### src/rtl/esd_pkg.sv
package esd_pkg;
  localparam int unsigned ESD_NUM_CODES = 4;

  typedef enum logic [2:0] {
    K_PIX,
    K_C0,
    K_C1,
    K_C2,
    K_C3,
    K_HEAD
  } esd_kind_e;

  typedef enum logic [1:0] {
    PH_IDLE,
    PH_HEAD,
    PH_ZERO
  } esd_phase_e;
endpackage

### src/rtl/esd_classify.sv
module esd_classify
  import esd_pkg::*;
#(
  parameter int unsigned WORD_W = 10
) (
  input  logic [WORD_W-1:0] cur,
  input  logic [WORD_W-1:0] nxt,
  output esd_kind_e         kind
);
  localparam logic [WORD_W-1:0] MAXV  = '1;
  localparam logic [WORD_W-1:0] CODES = WORD_W'(ESD_NUM_CODES);

  always_comb begin
    kind = K_PIX;
    if (cur < CODES) begin
      case (cur[1:0])
        2'd0:    kind = K_C0;
        2'd1:    kind = K_C1;
        2'd2:    kind = K_C2;
        default: kind = K_C3;
      endcase
    end else if (cur == MAXV && nxt == '0) begin
      kind = K_HEAD;
    end
  end
endmodule

### src/rtl/esd_tracker.sv
module esd_tracker
  import esd_pkg::*;
#(
  parameter int unsigned WORD_W = 10
) (
  input  logic              clk,
  input  logic              rst,
  input  logic              adv,
  input  logic              cur_vld,
  input  logic [WORD_W-1:0] cur,
  input  esd_kind_e         kind,
  output logic              mid_vld,
  output logic [WORD_W-1:0] mid_data,
  output logic              mid_lv,
  output logic              mid_fv,
  output logic              mid_err
);
  localparam logic [WORD_W-1:0] MAXV = '1;

  logic       in_frame, in_line;
  esd_phase_e phase;

  logic       nx_frame, nx_line;
  esd_phase_e nx_phase;
  logic       b_lv, b_fv, b_pix, b_err;

  always_comb begin
    nx_frame = in_frame;
    nx_line  = in_line;
    nx_phase = phase;
    b_lv     = 1'b0;
    b_fv     = in_frame;
    b_pix    = 1'b0;
    b_err    = 1'b0;
    if (phase == PH_ZERO) begin
      nx_phase = PH_IDLE;
      b_fv     = 1'b0;
      if (cur == MAXV) begin
        nx_frame = 1'b1;
        nx_line  = 1'b0;
      end else begin
        b_err = 1'b1;
      end
    end else if (phase == PH_HEAD) begin
      nx_phase = PH_ZERO;
      b_fv     = 1'b0;
    end else begin
      case (kind)
        K_HEAD: begin
          nx_phase = PH_HEAD;
          b_fv     = 1'b0;
          if (in_frame) b_err = 1'b1;
        end
        K_C0: b_err = 1'b1;
        K_C1: begin
          if (in_frame && !in_line) nx_line = 1'b1;
          else                      b_err   = 1'b1;
        end
        K_C2: begin
          if (in_line) nx_line = 1'b0;
          else         b_err   = 1'b1;
        end
        K_C3: begin
          if (in_line) begin
            nx_line  = 1'b0;
            nx_frame = 1'b0;
            b_fv     = 1'b0;
          end else begin
            b_err = 1'b1;
          end
        end
        default: begin
          if (in_line) begin
            b_lv  = 1'b1;
            b_pix = 1'b1;
          end
        end
      endcase
    end
    if (b_err) begin
      nx_frame = 1'b0;
      nx_line  = 1'b0;
      b_fv     = 1'b0;
      b_lv     = 1'b0;
      b_pix    = 1'b0;
    end
  end

  always_ff @(posedge clk) begin
    if (rst) begin
      in_frame <= 1'b0;
      in_line  <= 1'b0;
      phase    <= PH_IDLE;
      mid_vld  <= 1'b0;
      mid_data <= '0;
      mid_lv   <= 1'b0;
      mid_fv   <= 1'b0;
      mid_err  <= 1'b0;
    end else if (adv) begin
      mid_vld <= cur_vld;
      if (cur_vld) begin
        in_frame <= nx_frame;
        in_line  <= nx_line;
        phase    <= nx_phase;
        mid_data <= b_pix ? cur : '0;
        mid_lv   <= b_lv;
        mid_fv   <= b_fv;
        mid_err  <= b_err;
      end
    end
  end
endmodule

### src/rtl/esd_out_stage.sv
module esd_out_stage #(
  parameter int unsigned WORD_W = 10
) (
  input  logic              clk,
  input  logic              rst,
  input  logic              adv,
  input  logic              mid_vld,
  input  logic [WORD_W-1:0] mid_data,
  input  logic              mid_lv,
  input  logic              mid_fv,
  input  logic              mid_err,
  output logic              out_valid,
  output logic [WORD_W-1:0] pix_data,
  output logic              line_valid,
  output logic              frame_valid,
  output logic              err_flag
);
  logic fire;
  assign fire = adv && mid_vld;

  always_ff @(posedge clk) begin
    if (rst) begin
      out_valid   <= 1'b0;
      pix_data    <= '0;
      line_valid  <= 1'b0;
      frame_valid <= 1'b0;
      err_flag    <= 1'b0;
    end else begin
      out_valid <= fire;
      if (fire) begin
        pix_data    <= mid_data;
        line_valid  <= mid_lv;
        frame_valid <= mid_fv;
        if (mid_err) err_flag <= 1'b1;
      end
    end
  end
endmodule

### src/rtl/esd_decoder.sv
module esd_decoder
  import esd_pkg::*;
#(
  parameter int unsigned WORD_W = 10
) (
  input  logic              clk,
  input  logic              rst,
  input  logic              in_valid,
  input  logic [WORD_W-1:0] in_word,
  output logic              out_valid,
  output logic [WORD_W-1:0] pix_data,
  output logic              line_valid,
  output logic              frame_valid,
  output logic              err_flag
);
  logic [WORD_W-1:0] hold_word;
  logic              hold_vld;
  esd_kind_e         kind;
  logic              mid_vld, mid_lv, mid_fv, mid_err;
  logic [WORD_W-1:0] mid_data;

  always_ff @(posedge clk) begin
    if (rst) begin
      hold_word <= '0;
      hold_vld  <= 1'b0;
    end else if (in_valid) begin
      hold_word <= in_word;
      hold_vld  <= 1'b1;
    end
  end

  esd_classify #(.WORD_W(WORD_W)) u_cls (
    .cur  (hold_word),
    .nxt  (in_word),
    .kind (kind)
  );

  esd_tracker #(.WORD_W(WORD_W)) u_trk (
    .clk      (clk),
    .rst      (rst),
    .adv      (in_valid),
    .cur_vld  (hold_vld),
    .cur      (hold_word),
    .kind     (kind),
    .mid_vld  (mid_vld),
    .mid_data (mid_data),
    .mid_lv   (mid_lv),
    .mid_fv   (mid_fv),
    .mid_err  (mid_err)
  );

  esd_out_stage #(.WORD_W(WORD_W)) u_out (
    .clk         (clk),
    .rst         (rst),
    .adv         (in_valid),
    .mid_vld     (mid_vld),
    .mid_data    (mid_data),
    .mid_lv      (mid_lv),
    .mid_fv      (mid_fv),
    .mid_err     (mid_err),
    .out_valid   (out_valid),
    .pix_data    (pix_data),
    .line_valid  (line_valid),
    .frame_valid (frame_valid),
    .err_flag    (err_flag)
  );
endmodule

### config.mk
export PLATFORM = sky130hd
export DESIGN_NAME = esd_decoder
export DESIGN_NICKNAME = d
export VERILOG_FILES = /design/src/rtl/esd_pkg.sv /design/src/rtl/esd_classify.sv /design/src/rtl/esd_tracker.sv /design/src/rtl/esd_out_stage.sv /design/src/rtl/esd_decoder.sv
export SDC_FILE = /design/constraint.sdc
export NUM_CORES = 1
export LEC_CHECK = 0
export CORE_MARGIN = 2
export CORE_UTILIZATION = 45
export DETAILED_ROUTE_END_ITERATION = 10
export PLACE_DENSITY = 0.75
export REMOVE_ABC_BUFFERS = 1
export SYNTH_ARGS = -nofsm -noshare
export SYNTH_HDL_FRONTEND = slang
export SYNTH_HIERARCHICAL = 1
export SYNTH_SLANG_ARGS = --single-unit
### constraint.sdc
create_clock -name clk -period 6 [get_ports clk]
set_clock_uncertainty 0.05 [all_clocks]
set_input_delay 0.9 -clock clk [delete_from_list [all_inputs] [get_ports clk]]
set_output_delay 0.9 -clock clk [all_outputs]
set_load 0.1 [all_outputs]
==> impl_metrics.csv, run 1 <==
group,metric,value,unit
route,vias,1571,
clock_network,cts_root_buf,"clkbuf_8",
global_route,overflow,0,
clock_network,cts_inserted_buffers,5,
route,wl_per_cell,13.71,µm
timing,maxSlewViolCount,0,
route,drc_errors,0,
clock_network,cts_sinks,43,
yosys,synth_cells,212,
route,dr.pass1.iters,4,
clock_network,clock_latency,0.31,ns
timing,fmax,0.2656,GHz
global_route,grt_pass1_vias,1398,
timing,slew_headroom,0.2849,
place,dp.cells,276,
yosys,synth-seq-cells,43,
final_layout,stdcell_count,284,
global_route,grt_start_max_net_pins,43,
yosys,yosys.area.top_type,"dfxtp_1",
route,final_antenna_net_count,0,
timing,hold-worst-slack,0.4209,ns
floorplan,pin_count,27,
global_route,grt_pass1_wl,6.679,mm
final_layout,nets,249,
power_and_ir_drop,p_per_area,231.7,nW/µm²
critical_path,critPathSlowestCell,"a2111oi_4",
global_route,antenna_found_initial,0,
final_layout,drive_gt1_frac,0.1078,
yosys,yosysSeqAreaShare,0.4276,
final_layout,syn_to_final_growth,14.85,%
hold_path,worstHoldPathType,"reg -> reg",
floorplan,row_count,24,
yosys,synth_area,2013,µm²
timing,post-route-period-util,0.6274,
final_layout,nFillCells,417,
critical_path,critPathBufInv,1,
floorplan,die-area,5025,µm²
flow_run,drv_cap,0,
place,port_buffers,26,
yosys,syn_avg_cell_area,9.496,µm²
place,gp_congestion,0.8439,
timing,final.setup.tns,0,ns
clock_network,post_cts_buffers,0,
timing,period_needed,3.765,ns
critical_path,cp.required,6.19,ns
critical_path,cp_slowest_stage_delay,0.68,ns
critical_path,critPathKind,"in -> reg",
critical_path,crit_family,"simple AND/OR/NAND/NOR gates",
floorplan,coreArea,4324,µm²
critical_path,cp-start-kind,"input port",
floorplan,die_x,70.89,µm
power_and_ir_drop,ir_drop,104.4,µV
run_status,outcome,"complete, no violations",
clock_network,post_cts_resized,0,
critical_path,cp_cell_sequence,"clkdlybuf4s50_1, or4b_1, or4_1, o21ai_1, nand2_1, a2111oi_4, a22oi_1, nor2_1",
critical_path,crit_fanout,11,
clock_network,cts.path.max_buffers,2,
timing,finalSetupViolations,0,
power_and_ir_drop,p_total,535.8,µW
yosys,synthDominantCellAreaShare,0.4276,
clock_network,cts_tree,"done",
floorplan,die_y,70.89,µm
floorplan,start_util,0.4656,
timing,hold_viol,0,
route,first_iter_violations,101,
timing,rsz0062_at_grt,"false",
global_route,track_usage,0.1689,
place,place_area,2220,µm²
final_layout,fin_area,2312,µm²
clock_network,h-tree-depth,2,
clock_network,postCtsHoldBufs,0,
power_and_ir_drop,static-leakage-power,0.0007967,µW
critical_path,cp-end-kind,"flop",
route,totalWireLength,3.894,mm
final_layout,diodes,0,
place,hpwl,2.580,mm
yosys,ys_types,35,
route,viasPerCell,5.532,
critical_path,arrival,3.96,ns
timing,worstMarginPinSlew,1.069,ns
yosys,synth_area_leaders,"dfxtp_1 (43%), mux2i_1 (6.5%), nor2_1 (5.8%)",
yosys,ys_warn_count,6,
clock_network,clkTransAtPathRegs,0.08,ns
==> tightest hold or removal path: stages, from the launching register on <==
cell     delay [ns]
dfxtp_1        0.32
nand3_1        0.06
a21oi_1        0.05
==> where the power goes <==
part           switching (µW)  internal (µW)  total [µW]
Combinational            28.0           20.4        48.5
Sequential               9.02            291         300
Clock                     104           83.1         188
==> cell families after synthesis <==
logic type | after synthesis | synth area share
multiplexers | 13 | 0.06463
buffers and inverters | 23 | 0.07956
AND/OR/NAND/NOR | 75 | 0.1852
flip-flops | 43 | 0.4276
adder cells (fa/ha/maj) | 5 | 0.03108
AO/OA/AOI/OAI | 53 | 0.2119
==> layer usage <==
layer  GRT usage  vias to the layer above  wire [µm]  part of all wire
met5           0                        -          0                 0
met4     0.08595                        0         88             0.023
met3     0.04416                        7        150             0.039
met2      0.2378                       29       1711              0.44
met1      0.2381                      736       1943              0.50
li1            -                      799          -                 -
==> synth_stat cells, drive strengths merged <==
cell / instances
a2111oi: 1
nand3: 18
a31oi: 1
o221a: 1
a21oi: 18
ha: 5
a32oi: 1
nor3: 2
a21bo: 12
o211ai: 2
o32ai: 2
nand3b: 3
nand4: 5
dfxtp: 43
buf: 13
nor4: 2
nand2: 5
clkbuf: 3
or3: 2
o21ai: 3
or4b: 2
nand2b: 2
a32o: 1
and3: 1
a22oi: 11
or4: 2
mux2i: 13
nor2: 31
inv: 7
==> cell usage in the layout, fill, tap and decap left out, drive strengths merged <==
cell type,synthesis,routed
or4b,2,2
clkbuf,3,5
dfxtp,43,43
a32oi,1,1
nor4,2,2
o221a,1,1
a31oi,1,1
clkinvlp,0,2
ha,5,5
nand3b,3,3
a22oi,11,11
a2111oi,1,1
nand2b,2,2
nand4,5,5
nand3,18,18
o21ai,3,3
a32o,1,1
nand2,5,5
a21oi,18,18
a21bo,12,12
or3,2,2
nor3,2,2
inv,7,8
clkdlybuf4s50,0,26
and3,1,1
nor2,31,31
buf,13,2
mux2i,13,13
or4,2,2
o32ai,2,2
o211ai,2,2
==> metrics by stage <==
stage                     worst slack (ns)  utilization
after floorplan                      2.683            -
after global placement               2.017       0.5133
after detailed placement             1.926       0.5133
after CTS                            2.245       0.5347
after global routing                 2.004       0.5347
final                                2.235       0.5347
==> layout make-up <==
cell class / count / area [µm²] / area share
clock buffer: 5 / 68.82 / 0.02976
clock inverter: 3 / 23.77 / 0.01028
inverter: 7 / 26.28 / 0.01136
multi-input combinational: 146 / 992.2 / 0.4291
sequential: 43 / 860.8 / 0.3723
tap: 52 / 65.06 / 0.02814
timing repair buffer: 28 / 275.3 / 0.1190
==> path summary, 6_finish.rpt <==
kind / from / to / slack, ns / cells past startpoint
max: in_word[1] / u_trk/mid_data[8] / 2.24 / 8
min: u_trk/mid_lv / u_out/line_valid / 0.42 / 2
max reg2reg: hold_word[2] / u_trk/mid_data[8] / 2.91 / 7
min reg2reg: u_trk/mid_lv / u_out/line_valid / 0.42 / 2
==> flip-flops by register name (all words and copies together), names as in the netlist <==
register,flops
u_trk/mid_lv,1
u_trk/in_line,1
hold_vld,1
u_trk/mid_data,10
u_out/out_valid,1
u_trk/mid_err,1
u_trk/mid_vld,1
u_out/frame_valid,1
u_trk/in_frame,1
u_out/pix_data,10
u_out/err_flag,1
u_trk/phase,2
u_trk/mid_fv,1
hold_word,10
u_out/line_valid,1
Power figures use the tool's default switching activity.
==> run 2, diff against run 1 <==
- PLACE_DENSITY: 0.75 -> 0.78
- clock period: 6 -> 3.3 ns (I/O delays scaled with it)
==> run 2 against run 1 <==
- total power is 96% higher
- largest power group unchanged
- setup slack worse by 1.8 ns
- combinational power rose by 93%
- die area is the same
- global-route usage up 0.45 points
- core utilization grew 1.2 points
- first-iteration DRC count grew 47%
- cell area is 2.2% higher
- sequential share of layout area decreased by 0.79 points
- via count rose by 4.9%
- flip-flop and latch count stayed put
- critical path depth is 1 higher
==> impl_metrics.csv, run 2 (synthesis results as in run 1) <==
group,metric,value,unit
timing,rsz0062_at_grt,"false",
timing,final.setup.tns,0,ns
power_and_ir_drop,ir_drop,353.4,µV
hold_path,hold-path-endpoint,"hold_vld",
timing,period_needed,2.868,ns
critical_path,rr_startpoint,"hold_word[2]",
global_route,antenna_found_initial,0,
place,gp_congestion,0.8667,
global_route,grt_pass1_wl,7.031,mm
floorplan,row_count,24,
critical_path,reg2reg_depth,8,
final_layout,stdcell_count,288,
clock_network,cts_inserted_buffers,5,
timing,worstMarginPinSlew,0.9628,ns
timing,finalSetupViolations,0,
clock_network,h-tree-depth,2,
timing,fin_ws,0.4319,ns
power_and_ir_drop,combPwrFrac,0.089,
global_route,overflow,0,
floorplan,start_util,0.4656,
final_layout,drive_gt1_frac,0.1229,
critical_path,cp-end-kind,"flop",
clock_network,clkTransAtPathRegs,0.09,ns
critical_path,arrival,3.02,ns
floorplan,pin_count,27,
critical_path,crit_fanout,8,
hold_path,hold_start,"hold_vld",
global_route,grt_pass1_vias,1518,
critical_path,ff2ff_setup_slack,0.70,ns
flow_run,drv_cap,0,
clock_network,cts_sinks,43,
route,viasPerCell,5.722,
clock_network,cts_root_buf,"clkbuf_8",
final_layout,nets,253,
global_route,grt_start_max_net_pins,39,
run_status,outcome,"complete, no violations",
critical_path,critPathKind,"in -> reg",
hold_path,hold_depth,2,
place,dp.cells,280,
clock_network,cts.path.max_buffers,2,
global_route,track_usage,0.1733,
power_and_ir_drop,internal-power,793.7,µW
floorplan,die-area,5025,µm²
power_and_ir_drop,clkPwrFrac,0.393,
place,port_buffers,26,
route,totalWireLength,4.139,mm
route,final_antenna_net_count,0,
final_layout,diodes,0,
final_layout,reg_top3,"hold_word x10, u_out/pix_data x10, u_trk/mid_data x10",
timing,slew_headroom,0.3561,
final_layout,nFillCells,406,
route,wl_per_cell,14.37,µm
clock_network,post_cts_resized,0,
floorplan,coreArea,4324,µm²
critical_path,cp_cell_sequence,"clkdlybuf4s50_1, or4b_1, or4_1, o32ai_1, buf_4, o21ai_0, nand3_1, a22oi_1, o32ai_1",
final_layout,final_cell_mix,"dfxtp_1 (43), nor2_1 (31), clkdlybuf4s50_1 (26)",
timing,fmax,0.3487,GHz
floorplan,die_y,70.89,µm
clock_network,cts_tree,"done",
critical_path,crit_family,"simple AND/OR/NAND/NOR gates",
critical_path,cp_slowest_stage_delay,0.51,ns
route,first_iter_violations,148,
final_layout,syn_to_final_growth,17.34,%
clock_network,post_cts_buffers,0,
critical_path,critPathBufInv,2,
timing,maxSlewViolCount,0,
power_and_ir_drop,p_sw,258.9,µW
critical_path,worstReg2RegEnd,"u_trk/in_line",
floorplan,die_x,70.89,µm
critical_path,worst_path_most_repeated_cell,"o32ai_1",
route,dr.pass1.iters,4,
hold_path,worstHoldPathType,"reg -> reg",
place,post-place-ws,0.1357,ns
timing,post-route-period-util,0.8691,
clock_network,postCtsHoldBufs,0,
route,vias,1648,
critical_path,cp.required,3.45,ns
power_and_ir_drop,static-leakage-power,0.0008345,µW
final_layout,mostFrequentLayoutCell,"dfxtp_1",
power_and_ir_drop,p_per_area,445.6,nW/µm²
power_and_ir_drop,p_seq_frac,0.518,
power_and_ir_drop,switching_share,0.2460,
route,drc_errors,0,
critical_path,critPathSlowestCell,"or4b_1",
clock_network,clock_latency,0.30,ns
critical_path,cp-start-kind,"input port",
place,hpwl,2.759,mm
timing,hold_viol,0,
-- run 2: through the flow --
stage | hold WS (ns) | utilization | area [µm²] | total power, µW
global placement | 0.3984 | 0.5203 | 2250 | 646.6
floorplan | 0.3839 | - | 1879 | 598.1
CTS | 0.4214 | 0.5463 | 2362 | 1061
global route | 0.4496 | 0.5463 | 2362 | 1094
detailed placement | 0.4076 | 0.5203 | 2250 | 649.9
finish | 0.4193 | 0.5463 | 2362 | 1053
-- run 2: worst max-delay path by stage --
stage / from / end / slack [ns] / cells after the start
floorplan: in_word[1] / u_trk/mid_data[0] / 0.39 / 7
global placement: in_word[3] / u_trk/phase[1] / 0.21 / 9
detailed placement: in_word[1] / u_trk/phase[1] / 0.14 / 9
CTS: in_word[1] / u_trk/phase[1] / 0.45 / 9
global route: in_word[1] / u_trk/phase[1] / 0.28 / 9
finish: in_word[1] / u_trk/in_line / 0.43 / 9
-- run 2: power groups by stage --
stage / Clock [µW] / Combinational [µW] / Sequential [µW]
after floorplan: 0 / 44.3 / 554
after global placement: 0 / 89.9 / 557
after detailed placement: 0 / 92.5 / 557
after CTS: 422 / 93.1 / 545
after global routing: 443 / 103 / 548
final: 414 / 93.7 / 545
-- run 2: final cells by class --
type / count / area [µm²] / share of cell area
multi-input combinational: 146 / 992.2 / 0.4200
sequential: 43 / 860.8 / 0.3644
timing repair buffer: 32 / 305.3 / 0.1292
clock buffer: 5 / 68.82 / 0.02913
tap: 52 / 65.06 / 0.02754
clock inverter: 3 / 43.79 / 0.01854
inverter: 7 / 26.28 / 0.01112
-- run 2: worst reg2reg max path: cells and delay by family (launching register included) --
family                 cells  cell delay, ns
flip-flops                 1            0.41
AO/OA/AOI/OAI              4            0.76
AND/OR/NAND/NOR            3            1.04
buffers and inverters      1            0.24
-- run 2: metal layers --
metal,wire [µm],GRT usage,vias to the layer above
met5,0,0,-
met4,53,0.07547,0
met3,211,0.04131,5
met2,1871,0.2710,43
met1,2002,0.2287,790
li1,-,-,810
==> run 3, diff against run 2 <==
- CTS_CLUSTER_DIAMETER: default -> 100
==> results of run 3 <==
Final layout, timing and power as in run 2 (identical DEF).
